### config.mk
export PLATFORM = sky130hd
export DESIGN_NAME = ext_irq_ctrl
export DESIGN_NICKNAME = d
export VERILOG_FILES = /design/src/rtl/ext_irq_pkg.sv /design/src/rtl/ext_irq_sync.sv /design/src/rtl/ext_irq_arb.sv /design/src/rtl/ext_irq_regs.sv /design/src/rtl/ext_irq_ctrl.sv
export SDC_FILE = /design/constraint.sdc
export NUM_CORES = 1
export LEC_CHECK = 0
export ABC_AREA = 1
export BUFFER_PORTS_ARGS = -buffer_cell sky130_fd_sc_hd__buf_2
export CAP_MARGIN = 10
export CORE_MARGIN = 2
export CORE_UTILIZATION = 42
export CTS_CLUSTER_SIZE = 20
export DETAILED_ROUTE_END_ITERATION = 10
export PLACE_DENSITY_LB_ADDON = 0.12
export SYNTH_ARGS = -nofsm -noshare
export SYNTH_HDL_FRONTEND = slang
export SYNTH_SLANG_ARGS = --single-unit
### constraint.sdc
create_clock -name clk -period 1.1 [get_ports clk]
set_input_delay 0.165 -clock clk [delete_from_list [all_inputs] [get_ports clk]]
set_output_delay 0.165 -clock clk [all_outputs]
set_load 0.05 [all_outputs]
### src/rtl/ext_irq_pkg.sv
package ext_irq_pkg;
   localparam int REG_W    = 8;
   localparam int BIT_EN   = 7;
   localparam int BIT_OSC2 = 6;
   localparam int BIT_OSC1 = 5;
   localparam int BIT_FLAG = 3;
   localparam int BIT_CLR  = 1;
   localparam logic [REG_W-1:0] REG_RESET = 8'hC0;

   typedef enum logic [1:0] {
      OWN_IDLE = 2'd0,
      OWN_PIN  = 2'd1,
      OWN_PORT = 2'd2
   } owner_e;
endpackage

### src/rtl/ext_irq_sync.sv
module ext_irq_sync #(
   parameter int               WIDTH    = 1,
   parameter int               STAGES   = 2,
   parameter logic [WIDTH-1:0] IDLE_VAL = '0
) (
   input  logic             clk,
   input  logic             rst_n,
   input  logic [WIDTH-1:0] d,
   output logic [WIDTH-1:0] q
);
   generate
      if (STAGES < 2) begin : g_bad_stages
         $error("ext_irq_sync: STAGES must be at least 2");
      end
      if (WIDTH < 1) begin : g_bad_width
         $error("ext_irq_sync: WIDTH must be at least 1");
      end
   endgenerate

   logic [STAGES-1:0][WIDTH-1:0] chain;

   always_ff @(posedge clk or negedge rst_n) begin
      if (!rst_n) chain <= {STAGES{IDLE_VAL}};
      else        chain <= {chain[STAGES-2:0], d};
   end

   assign q = chain[STAGES-1];
endmodule

### src/rtl/ext_irq_arb.sv
module ext_irq_arb
   import ext_irq_pkg::*;
#(
   parameter int NUM_PORT = 4
) (
   input  logic                clk,
   input  logic                rst_n,
   input  logic                pin_n_s,
   input  logic [NUM_PORT-1:0] port_s,
   input  logic                port_en,
   output logic                req_rise
);
   logic   port_any;
   logic   pin_act;
   logic   req_q;
   owner_e owner_q, owner_d;

   generate
      if (NUM_PORT == 1) begin : g_one_port
         assign port_any = port_en & port_s[0];
      end else begin : g_many_ports
         assign port_any = port_en & (|port_s);
      end
   endgenerate

   assign pin_act = ~pin_n_s;

   always_comb begin
      owner_d = owner_q;
      case (owner_q)
         OWN_IDLE: begin
            if (port_any)     owner_d = OWN_PORT;
            else if (pin_act) owner_d = OWN_PIN;
         end
         OWN_PORT: if (!port_any) owner_d = OWN_IDLE;
         OWN_PIN:  if (!pin_act)  owner_d = OWN_IDLE;
         default:  owner_d = OWN_IDLE;
      endcase
   end

   always_ff @(posedge clk or negedge rst_n) begin
      if (!rst_n) begin
         owner_q <= OWN_IDLE;
         req_q   <= 1'b0;
      end else begin
         owner_q <= owner_d;
         req_q   <= (owner_q != OWN_IDLE);
      end
   end

   assign req_rise = (owner_q != OWN_IDLE) && !req_q;

   assert_port_lock_R3: assert property (@(posedge clk) disable iff (!rst_n)
      (owner_q == OWN_PORT && port_any) |=> (owner_q == OWN_PORT && !req_rise));
   assert_pin_lock_R4: assert property (@(posedge clk) disable iff (!rst_n)
      (owner_q == OWN_PIN && pin_act) |=> (owner_q == OWN_PIN && !req_rise));
   assert_ports_off_R8: assert property (@(posedge clk) disable iff (!rst_n)
      (!port_en && owner_q == OWN_IDLE && !pin_act) |=> (owner_q == OWN_IDLE));
endmodule

### src/rtl/ext_irq_regs.sv
module ext_irq_regs
   import ext_irq_pkg::*;
#(
   parameter int               ADDR_W   = 8,
   parameter logic [ADDR_W-1:0] REG_ADDR = 8'h0D
) (
   input  logic              clk,
   input  logic              rst_n,
   input  logic [ADDR_W-1:0] bus_addr,
   input  logic              bus_wr,
   input  logic [REG_W-1:0]  bus_wdata,
   output logic [REG_W-1:0]  bus_rdata,
   input  logic              req_rise,
   output logic              irq_req,
   output logic [1:0]        osc_sel
);
   logic hit, wr_hit, clr_req;
   logic en_q, osc2_q, osc1_q, flag_q;
   logic unused_wbits;

   assign hit     = (bus_addr == REG_ADDR);
   assign wr_hit  = hit && bus_wr;
   assign clr_req = wr_hit && bus_wdata[BIT_CLR];
   assign unused_wbits = ^{bus_wdata[4], bus_wdata[3], bus_wdata[2], bus_wdata[0]};

   always_ff @(posedge clk or negedge rst_n) begin
      if (!rst_n) begin
         en_q   <= REG_RESET[BIT_EN];
         osc2_q <= REG_RESET[BIT_OSC2];
         osc1_q <= REG_RESET[BIT_OSC1];
         flag_q <= REG_RESET[BIT_FLAG];
      end else begin
         if (wr_hit) begin
            en_q   <= bus_wdata[BIT_EN];
            osc2_q <= bus_wdata[BIT_OSC2];
            osc1_q <= bus_wdata[BIT_OSC1];
         end
         if (req_rise)     flag_q <= 1'b1;
         else if (clr_req) flag_q <= 1'b0;
      end
   end

   always_comb begin
      bus_rdata = '0;
      if (hit) begin
         bus_rdata[BIT_EN]   = en_q;
         bus_rdata[BIT_OSC2] = osc2_q;
         bus_rdata[BIT_OSC1] = osc1_q;
         bus_rdata[BIT_FLAG] = flag_q;
      end
   end

   assign irq_req = flag_q & en_q;
   assign osc_sel = {osc2_q, osc1_q};

   assert_flag_set_R5: assert property (@(posedge clk) disable iff (!rst_n)
      req_rise |=> flag_q);
   assert_flag_hold_R5: assert property (@(posedge clk) disable iff (!rst_n)
      (flag_q && !clr_req) |=> flag_q);
   assert_flag_clear_R6: assert property (@(posedge clk) disable iff (!rst_n)
      (clr_req && !req_rise) |=> !flag_q);
   assert_osc_load_R9: assert property (@(posedge clk) disable iff (!rst_n)
      wr_hit |=> (osc_sel == $past(bus_wdata[BIT_OSC2:BIT_OSC1])));
endmodule

### src/rtl/ext_irq_ctrl.sv
module ext_irq_ctrl
   import ext_irq_pkg::*;
#(
   parameter int               NUM_PORT    = 4,
   parameter int               SYNC_STAGES = 2,
   parameter int               ADDR_W      = 8,
   parameter logic [ADDR_W-1:0] REG_ADDR    = 8'h0D
) (
   input  logic                clk,
   input  logic                rst_n,
   input  logic                pin_irq_n,
   input  logic [NUM_PORT-1:0] port_in,
   input  logic                port_irq_en,
   input  logic [ADDR_W-1:0]   bus_addr,
   input  logic                bus_wr,
   input  logic [REG_W-1:0]    bus_wdata,
   output logic [REG_W-1:0]    bus_rdata,
   output logic                irq_req,
   output logic [1:0]          osc_sel
);
   generate
      if (NUM_PORT < 1 || NUM_PORT > REG_W) begin : g_bad_ports
         $error("ext_irq_ctrl: NUM_PORT out of range");
      end
   endgenerate

   logic                pin_n_s;
   logic [NUM_PORT-1:0] port_s;
   logic                req_rise;

   ext_irq_sync #(.WIDTH(1), .STAGES(SYNC_STAGES), .IDLE_VAL(1'b1)) u_pin_sync (
      .clk(clk), .rst_n(rst_n), .d(pin_irq_n), .q(pin_n_s));

   ext_irq_sync #(.WIDTH(NUM_PORT), .STAGES(SYNC_STAGES), .IDLE_VAL('0)) u_port_sync (
      .clk(clk), .rst_n(rst_n), .d(port_in), .q(port_s));

   ext_irq_arb #(.NUM_PORT(NUM_PORT)) u_arb (
      .clk(clk), .rst_n(rst_n), .pin_n_s(pin_n_s), .port_s(port_s),
      .port_en(port_irq_en), .req_rise(req_rise));

   ext_irq_regs #(.ADDR_W(ADDR_W), .REG_ADDR(REG_ADDR)) u_regs (
      .clk(clk), .rst_n(rst_n), .bus_addr(bus_addr), .bus_wr(bus_wr),
      .bus_wdata(bus_wdata), .bus_rdata(bus_rdata), .req_rise(req_rise),
      .irq_req(irq_req), .osc_sel(osc_sel));
endmodule

==> After elaboration in Yosys (flattened, before gate mapping) <==
Index checks and enable logic that the tools add are counted.
{ "classes": {"eq_ne": 6, "mux": 9, "bitwise": 2, "reduce_logical": 9} }
{ "ops": {"columns": ["op", "count"], "rows": [
  ["$eq A8 B4 Y1 const B", 1],
  ["$mux W2", 4],
  ["$pmux W2 S3", 1],
  ["$ne A2 B2 Y1 const B", 2],
  ["$reduce_bool A2 Y1", 2],
  ["$reduce_or A4 Y1", 1],
  ["$logic_and A1 B1 Y1", 3],
  ["$mux W1", 3],
  ["$mux W3", 1],
  ["$ne A3 B2 Y1 const B", 1],
  ["$reduce_and A3 Y1", 1],
  ["$and A1 B1 Y1", 2],
  ["$eq A2 B1 Y1 const B", 1],
  ["$eq A2 B2 Y1 const B", 1],
  ["$logic_not A2 Y1", 1],
  ["$logic_not A1 Y1", 1]
]} }
{ "word_totals": {"register_bits": 17, "inputBits": 25, "word_cells": 36} }

==> Logic depth before layout (Yosys ltp) <==
Gate-level depths: netlist of run 1.
{ "logic_depth": {"word_depth": 5, "ltp_mapped": 6, "mapped_depth_nobuf": 6} }

==> Modules after synthesis <==
A second synthesis of run 1 with hierarchy kept.
{ "unflattened": {"cells_unflattened": 76, "hier_area_um2": 710.7} }
{ "by_module_without_submodules": {"columns": ["module", "instances", "cells_each", "area_per_inst_um2", "seq_area_each_um2"], "rows": [
  ["ext_irq_regs", 1, 47, 304.0, 102.6],
  ["ext_irq_sync at u_port_sync", 1, 12, 230.2, 200.2],
  ["ext_irq_arb", 1, 15, 123.9, 75.1],
  ["ext_irq_sync at u_pin_sync", 1, 2, 52.6, 52.6]
]} }

==> Least setup slack after synthesis of run 1 <==
OpenSTA, ideal clock, no wires.
{ "synth_path": {"kind": "register to output", "start": "register u_regs.osc2_q", "end": "output bus_rdata[6]", "arrival_ns": 1.209, "path_slack_ns": -0.274, "path_stages_with_launch": 3, "path_buffers": 0, "cell_sequence": "dfstp_2 -> inv_1 -> nor2_1"} }
{ "synth_via": {"elab_chain_len": 1} }
{ "synth_rtl": {"columns": ["item", "line_no", "source"], "rows": [
  ["from (decl)", "ext_irq_regs.sv:18", "logic en_q, osc2_q, osc1_q, flag_q;"],
  ["from (signal assigned)", "ext_irq_regs.sv:29", "osc2_q <= REG_RESET[BIT_OSC2];"],
  ["from (signal assigned)", "ext_irq_regs.sv:35", "osc2_q <= bus_wdata[BIT_OSC2];"],
  ["$mux W3", "ext_irq_regs.sv:45", "if (hit) begin"],
  ["to (decl)", "ext_irq_ctrl.sv:17", "output logic [REG_W-1:0] bus_rdata,"]
]} }
Every way passes these cells.

==> Worst setup path in the final report of run 1 <==
Same ends and word-level chain as after synthesis.

==> results.py, run 1 <==
metrics = {
    "logic_synthesis": {
        "yosys.area.top_type": "dfrtp_1",
        "synthCells": 68,
        "yosys-top-cells-area": "dfrtp_1 47%, dfstp_2 15%, inv_1 7.1%",
        "ys_seq_elements": 17,
        "avgSynthCellArea_sq_um": 10.1,
        "yosys.area_share.simple": 0.191,
        "yosysWarnings": 0,
        "synth_fa_ha_area_frac": 0,
        "netlist_area_sq_um": 687,
        "synth_cell_types": 16,
        "ys_seq_area_frac": 0.627,
        "synth_xor_area_frac": 0,
        "synthMuxAreaShare": 0,
        "yosysTopAreaCellShare": 0.474,
        "synth_compound_area_frac": 0.0291,
        "synth_top_family_by_area": "simple AND/OR/NAND/NOR gates",
    },
    "power": {
        "power_density_nw_per_um2": 1210,
        "leakagePower_nw": 0.498,
        "ir_drop_mv": 0.838,
    },
    "die": {
        "io_pins": 36,
        "num_rows": 14,
        "dieArea_sq_um": 1970,
        "dieHeight_um": 44.4,
        "die_width_um": 44.4,
        "coreArea_sq_um": 1520,
        "start_util": 0.451,
    },
    "global_routing": {
        "grt_use_total": 0.131,
        "grt_pass1_wl_mm": 1.78,
        "grt_overflow": 0,
        "grt_pass1_vias": 494,
        "antenna_found_initial": 0,
        "grt_start_max_net_pins": 18,
    },
    "setup_path": {
        "endpoint": "bus_rdata[6]",
        "worstRegToRegCells": 3,
        "path_max_fanout": 3,
        "critPathKind": "flop to primary output",
        "worst_r2r_endpoint": "u_regs.flag_q",
        "critPathLaunchType": "flop",
        "critPathLaunch": "u_regs.osc2_q",
        "worstPathRequired_ns": 0.94,
        "reg2reg_slack_ns": 0.27,
        "rr_startpoint": "u_arb.owner_q[1]",
        "worstPathArrival_ns": 1.12,
        "critPathCaptureType": "primary output",
    },
    "layout": {
        "drive_gt1_frac": 0.481,
        "fin_nets": 130,
        "syn_to_final_growth_pct": 39.3,
        "fillers": 134,
        "n_antenna_cell": 0,
        "utilization": 0.628,
    },
    "job": {
        "max-cap-violations": 0,
    },
    "timing": {
        "min_period_ns": 1.28,
        "maxSlewViolCount": 0,
        "rsz0062_at_grt": "true",
        "clock_skew_ns": 0.00288,
        "hold_viol": 0,
        "fmax_ghz": 0.780,
        "fin_ws_ns": -0.182,
        "setup_viol_count_final": 6,
        "fin_crit_sh": 1.17,
    },
    "route": {
        "totalWireLength_mm": 1.02,
        "drc_errors": 0,
        "wire_per_inst_um": 8.46,
        "routed_via_density": 4.21,
        "ant_nets": 0,
        "drtPass1Iterations": 4,
        "vias": 505,
        "drt_iter0_drc": 1,
    },
    "hold_path": {
        "min_path_cells": 3,
        "worstHoldStart": "bus_wdata[6]",
        "hp-class": "primary input to flop",
    },
    "clocking": {
        "cts.sinks": 17,
        "cts_root_buffer": "clkbuf_4",
        "clock_latency_ns": 0.28,
        "cts_max_level": 1,
        "cts_buffers": 3,
        "cts_tree": "built",
        "clk_pin_slew_ns": 0.09,
        "clk_path_buf_depth": 2,
    },
    "place": {
        "routabilityCongestion": 0.656,
        "portBuffers": 27,
        "dpl.hpwl_um": 791,
        "pre_cts_ws_ns": -0.0504,
    },
    "run_status": {
        "violations": "negative setup slack",
        "outcome": "complete, but fails checks",
    },
}
## cell type report
class                      instances  area, sq um  share of cell area
sequential                        17          430               0.450
timing repair buffer              35          246               0.258
multi-input combinational         33          176               0.184
inverter                          15         56.3              0.0588
clock buffer                       3         22.5              0.0235
tap                               16         20.0              0.0209
clock inverter                     1         5.00             0.00523
## worst min-delay path by stage
stage | endpoint | slack [ns]
floorplan | u_arb.owner_q[0] | -0.13
global placement | u_arb.owner_q[0] | 0.09
detailed placement | u_arb.owner_q[0] | 0.09
CTS | u_regs.osc2_q | 0.05
global route | u_regs.osc2_q | 0.05
finish | u_regs.osc2_q | 0.07
## through the flow
stage | hold slack, ns | total power, mW | TNS [ns] | area (sq um) | std cells
after floorplan | -0.131 | 0.790 | -0.191 | 708 | 71
after global placement | 0.0928 | 0.832 | -0.148 | 833 | 110
after detailed placement | 0.0939 | 0.837 | -0.179 | 833 | 110
after CTS | 0.0533 | 1.19 | -0.900 | 957 | 120
after global routing | 0.0534 | 1.24 | -1.12 | 957 | 120
final | 0.0683 | 1.16 | -0.739 | 957 | 120
## critical path, stage by stage, from the launching register on
cell and delay [ns]:
dfstp_2 0.56, inv_2 0.04, nor2_2 0.08, buf_6 0.16
## routing by layer
metal	GRT usage	wire, um
met5	0	0
met4	0.109	21
met3	0.0245	81
met2	0.244	519
met1	0.120	393
## kinds of logic after synthesis
kind of cell / after synthesis
other: 1
AO/OA/AOI/OAI: 4
buffers and inverters: 21
flip-flops: 17
AND/OR/NAND/NOR: 25
## synth_stat cells, drive strengths merged
| library cell | count |
|---|---|
| inv | 15 |
| dfrtp | 13 |
| nand2 | 13 |
| nor2 | 8 |
| buf | 6 |
| dfstp | 4 |
| o21ai | 3 |
| a21oi | 1 |
| conb | 1 |
| nand3 | 1 |
| nand4 | 1 |
| nor3 | 1 |
| or2 | 1 |
## power breakdown
group	internal (mW)	switching (mW)
clock network	0.135	0.181
registers	0.664	0.0125
logic	0.0658	0.102
total	0.865	0.296
## state kept, by name, indices dropped and copies added, names as in the netlist
| register | count |
|---|---|
| u_regs.en_q | 1 |
| u_regs.flag_q | 1 |
| u_arb.owner_q | 2 |
| u_arb.req_q | 1 |
| u_regs.osc1_q | 1 |
| u_regs.osc2_q | 1 |
| u_pin_sync.q | 1 |
| u_port_sync.chain | 4 |
| u_port_sync.q | 4 |
| u_pin_sync.chain | 1 |
## cell usage in the layout (no fill, tap or decap), types with 2 or more instances in the layout
cell and count:
dlygate4sd3_1 6, buf_4 4, inv_2 5, conb_1 4
clkbuf_4 3, nor2_2 4, nor2_1 2, buf_6 5
dfrtp_1 13, nand2_1 12, inv_1 10, buf_2 20
nor2_4 2, o21ai_1 3, dfstp_2 4
## what timing repair did
item,in CTS,in global routing
endpoints found under the setup margin,7,6
resized for setup,14,1
hold buffers,6,0
pin swaps,2,0
hold endpoints to repair,18,0
buffers inserted,0,0
Power figures use the tool's default switching activity.
==> run 2, diff against run 1 <==
--- a/config.mk
+++ b/config.mk
@@ -9,10 +9,11 @@
 export BUFFER_PORTS_ARGS = -buffer_cell sky130_fd_sc_hd__buf_2
 export CAP_MARGIN = 10
 export CORE_MARGIN = 2
-export CORE_UTILIZATION = 42
+export CORE_UTILIZATION = 38
 export CTS_CLUSTER_SIZE = 20
 export DETAILED_ROUTE_END_ITERATION = 10
 export PLACE_DENSITY_LB_ADDON = 0.12
+export SETUP_SLACK_MARGIN = 0.15
 export SYNTH_ARGS = -nofsm -noshare
 export SYNTH_HDL_FRONTEND = slang
 export SYNTH_SLANG_ARGS = --single-unit
==> results.py, run 2 (same netlist as run 1, synthesis figures left out) <==
metrics = {
    "clocking": {
        "clk_pin_slew_ns": 0.09,
        "clock_latency_ns": 0.28,
        "cts_max_level": 1,
        "post-cts-setup-buffer-count": 0,
        "cts_buffers": 3,
        "clk_path_buf_depth": 2,
        "cts.sinks": 17,
        "cts_root_buffer": "clkbuf_4",
        "cts_tree": "built",
    },
    "layout": {
        "utilization": 0.626,
        "layout_commonest_cell": "buf_2",
        "fin_cells": 129,
        "drive_gt1_frac": 0.558,
        "layout_common_cells": "20 x buf_2, 13 x dfrtp_1, 8 x nand2_1",
        "fillers": 141,
        "layout.area.seq_sq_um": 430,
        "n_antenna_cell": 0,
        "fin_nets": 130,
        "multiInputGateArea_sq_um": 221,
        "syn_to_final_growth_pct": 55.6,
        "final_cell_area_sq_um": 1070,
    },
    "setup_path": {
        "critPathCaptureType": "primary output",
        "critPathKind": "flop to primary output",
        "cp_slowest_stage_delay_ns": 0.57,
        "timing.critical_path.buf_inv": 2,
        "worstPathRequired_ns": 0.94,
        "cp_slowest_cell": "dfstp_2",
        "critPathLaunchType": "flop",
        "crit_family": "flip-flops",
        "path_cells": "inv_2 -> nor2_4 -> buf_6",
        "path_max_fanout": 3,
        "worstPathArrival_ns": 1.12,
    },
    "global_routing": {
        "grt_start_max_net_pins": 18,
        "grt_pass1_vias": 489,
        "grt_overflow": 0,
        "grt_use_total": 0.122,
        "antenna_found_initial": 0,
        "grt_pass1_wl_mm": 1.82,
    },
    "power": {
        "leakagePower_nw": 0.520,
        "p_int_mw": 0.882,
        "power.share.clock": 0.266,
        "power_density_nw_per_um2": 1110,
        "p_sw_mw": 0.308,
        "ir_drop_mv": 0.816,
        "p_seq_frac": 0.569,
        "finalPower_mw": 1.19,
        "p_sw_frac": 0.259,
        "power_frac_comb": 0.165,
    },
    "timing": {
        "fin_crit_sh": 1.17,
        "whs_ns": 0.0775,
        "fin_ws_ns": -0.190,
        "rsz0062_at_grt": "true",
        "setup_viol_count_final": 6,
        "clock_skew_ns": 0.00193,
        "fmax_ghz": 0.775,
        "hold_viol": 0,
        "maxSlewViolCount": 0,
        "min_period_ns": 1.29,
    },
    "die": {
        "start_util": 0.402,
        "dieArea_sq_um": 2160,
        "coreArea_sq_um": 1710,
        "io_pins": 36,
        "dieHeight_um": 46.5,
        "die_width_um": 46.5,
        "num_rows": 15,
    },
    "route": {
        "drt_iter0_drc": 0,
        "wire_per_inst_um": 8.04,
        "drc_errors": 0,
        "ant_nets": 0,
        "vias": 492,
        "totalWireLength_mm": 1.04,
        "routed_via_density": 3.81,
        "drtPass1Iterations": 1,
    },
    "hold_path": {
        "hp-class": "primary input to flop",
    },
    "place": {
        "dpl.hpwl_um": 808,
        "portBuffers": 27,
        "place_inst": 119,
        "routabilityCongestion": 0.676,
        "placed_area_sq_um": 923,
    },
    "job": {
        "max-cap-violations": 0,
    },
    "run_status": {
        "violations": "negative setup slack",
        "outcome": "complete, but fails checks",
    },
}
==> run 2: cell types whose count changed in the layout (fill, tap and decap cells not counted), sizes merged <==
cell,before,now
clkinvlp,0,1
inv,15,14
clkinv,1,0
clkbuf,3,4
==> run 2: metrics by stage <==
stage	TNS [ns]	worst slack, ns
3_3_place_gp	-0.260	-0.0755
3_5_place_dp	-0.305	-0.0891
2_1_floorplan	0	0.0812
5_1_grt	-0.995	-0.236
6_report	-0.699	-0.190
4_1_cts	-0.850	-0.204
==> run 2: final timing paths <==
check / slack, ns / depth (start not counted) / start / endpoint
hold / removal: 0.08 / 3 / bus_wdata[6] / u_regs.osc2_q
setup / recovery: -0.19 / 3 / u_regs.osc2_q / bus_rdata[6]
min in group asynchronous: 0.32 / 2 / rst_n / u_arb.req_q
hold reg to reg: 0.35 / 0 / u_port_sync.chain[1] / u_port_sync.q[1]
setup reg to reg: 0.27 / 3 / u_arb.owner_q[1] / u_regs.flag_q
max in group asynchronous: 0.47 / 2 / rst_n / u_regs.osc2_q
==> run 2: area by class of cell <==
cell class / count / share of cell area
flip-flops and latches: 17 / 0.403
inverters: 15 / 0.0843
repair buffers: 35 / 0.252
multi-input cells: 33 / 0.207
well taps: 25 / 0.0293
clock buffers: 4 / 0.0246
==> run 2: per-layer routing <==
layer  wire, um  vias to the layer above  track usage
met5          0                        -            0
li1           -                      258            -
met4          0                        0       0.0514
met2        545                       16        0.217
met3         51                        0       0.0353
met1        440                      218        0.132
==> run 2: power groups by stage <==
stage / Clock, mW / Sequential (mW) / Combinational [mW]
after floorplan: 0 / 0.685 / 0.122
after detailed placement: 0 / 0.689 / 0.173
after global routing: 0.358 / 0.682 / 0.216
after global placement: 0 / 0.687 / 0.170
final: 0.316 / 0.677 / 0.196
after CTS: 0.332 / 0.678 / 0.198
==> run 2: worst register-to-register path: cells and delay by family, from the launching register on <==
kind	cells	cell delay, ns
flops	1	0.38
simple gates	3	0.35
==> run 2: timing repair <==
action                     4_1_cts  5_1_grt
gates resized for setup         18        3
setup endpoints to repair        7        7
hold endpoints to repair        18        0
pin swaps                        1        1
hold buffers                     6        0
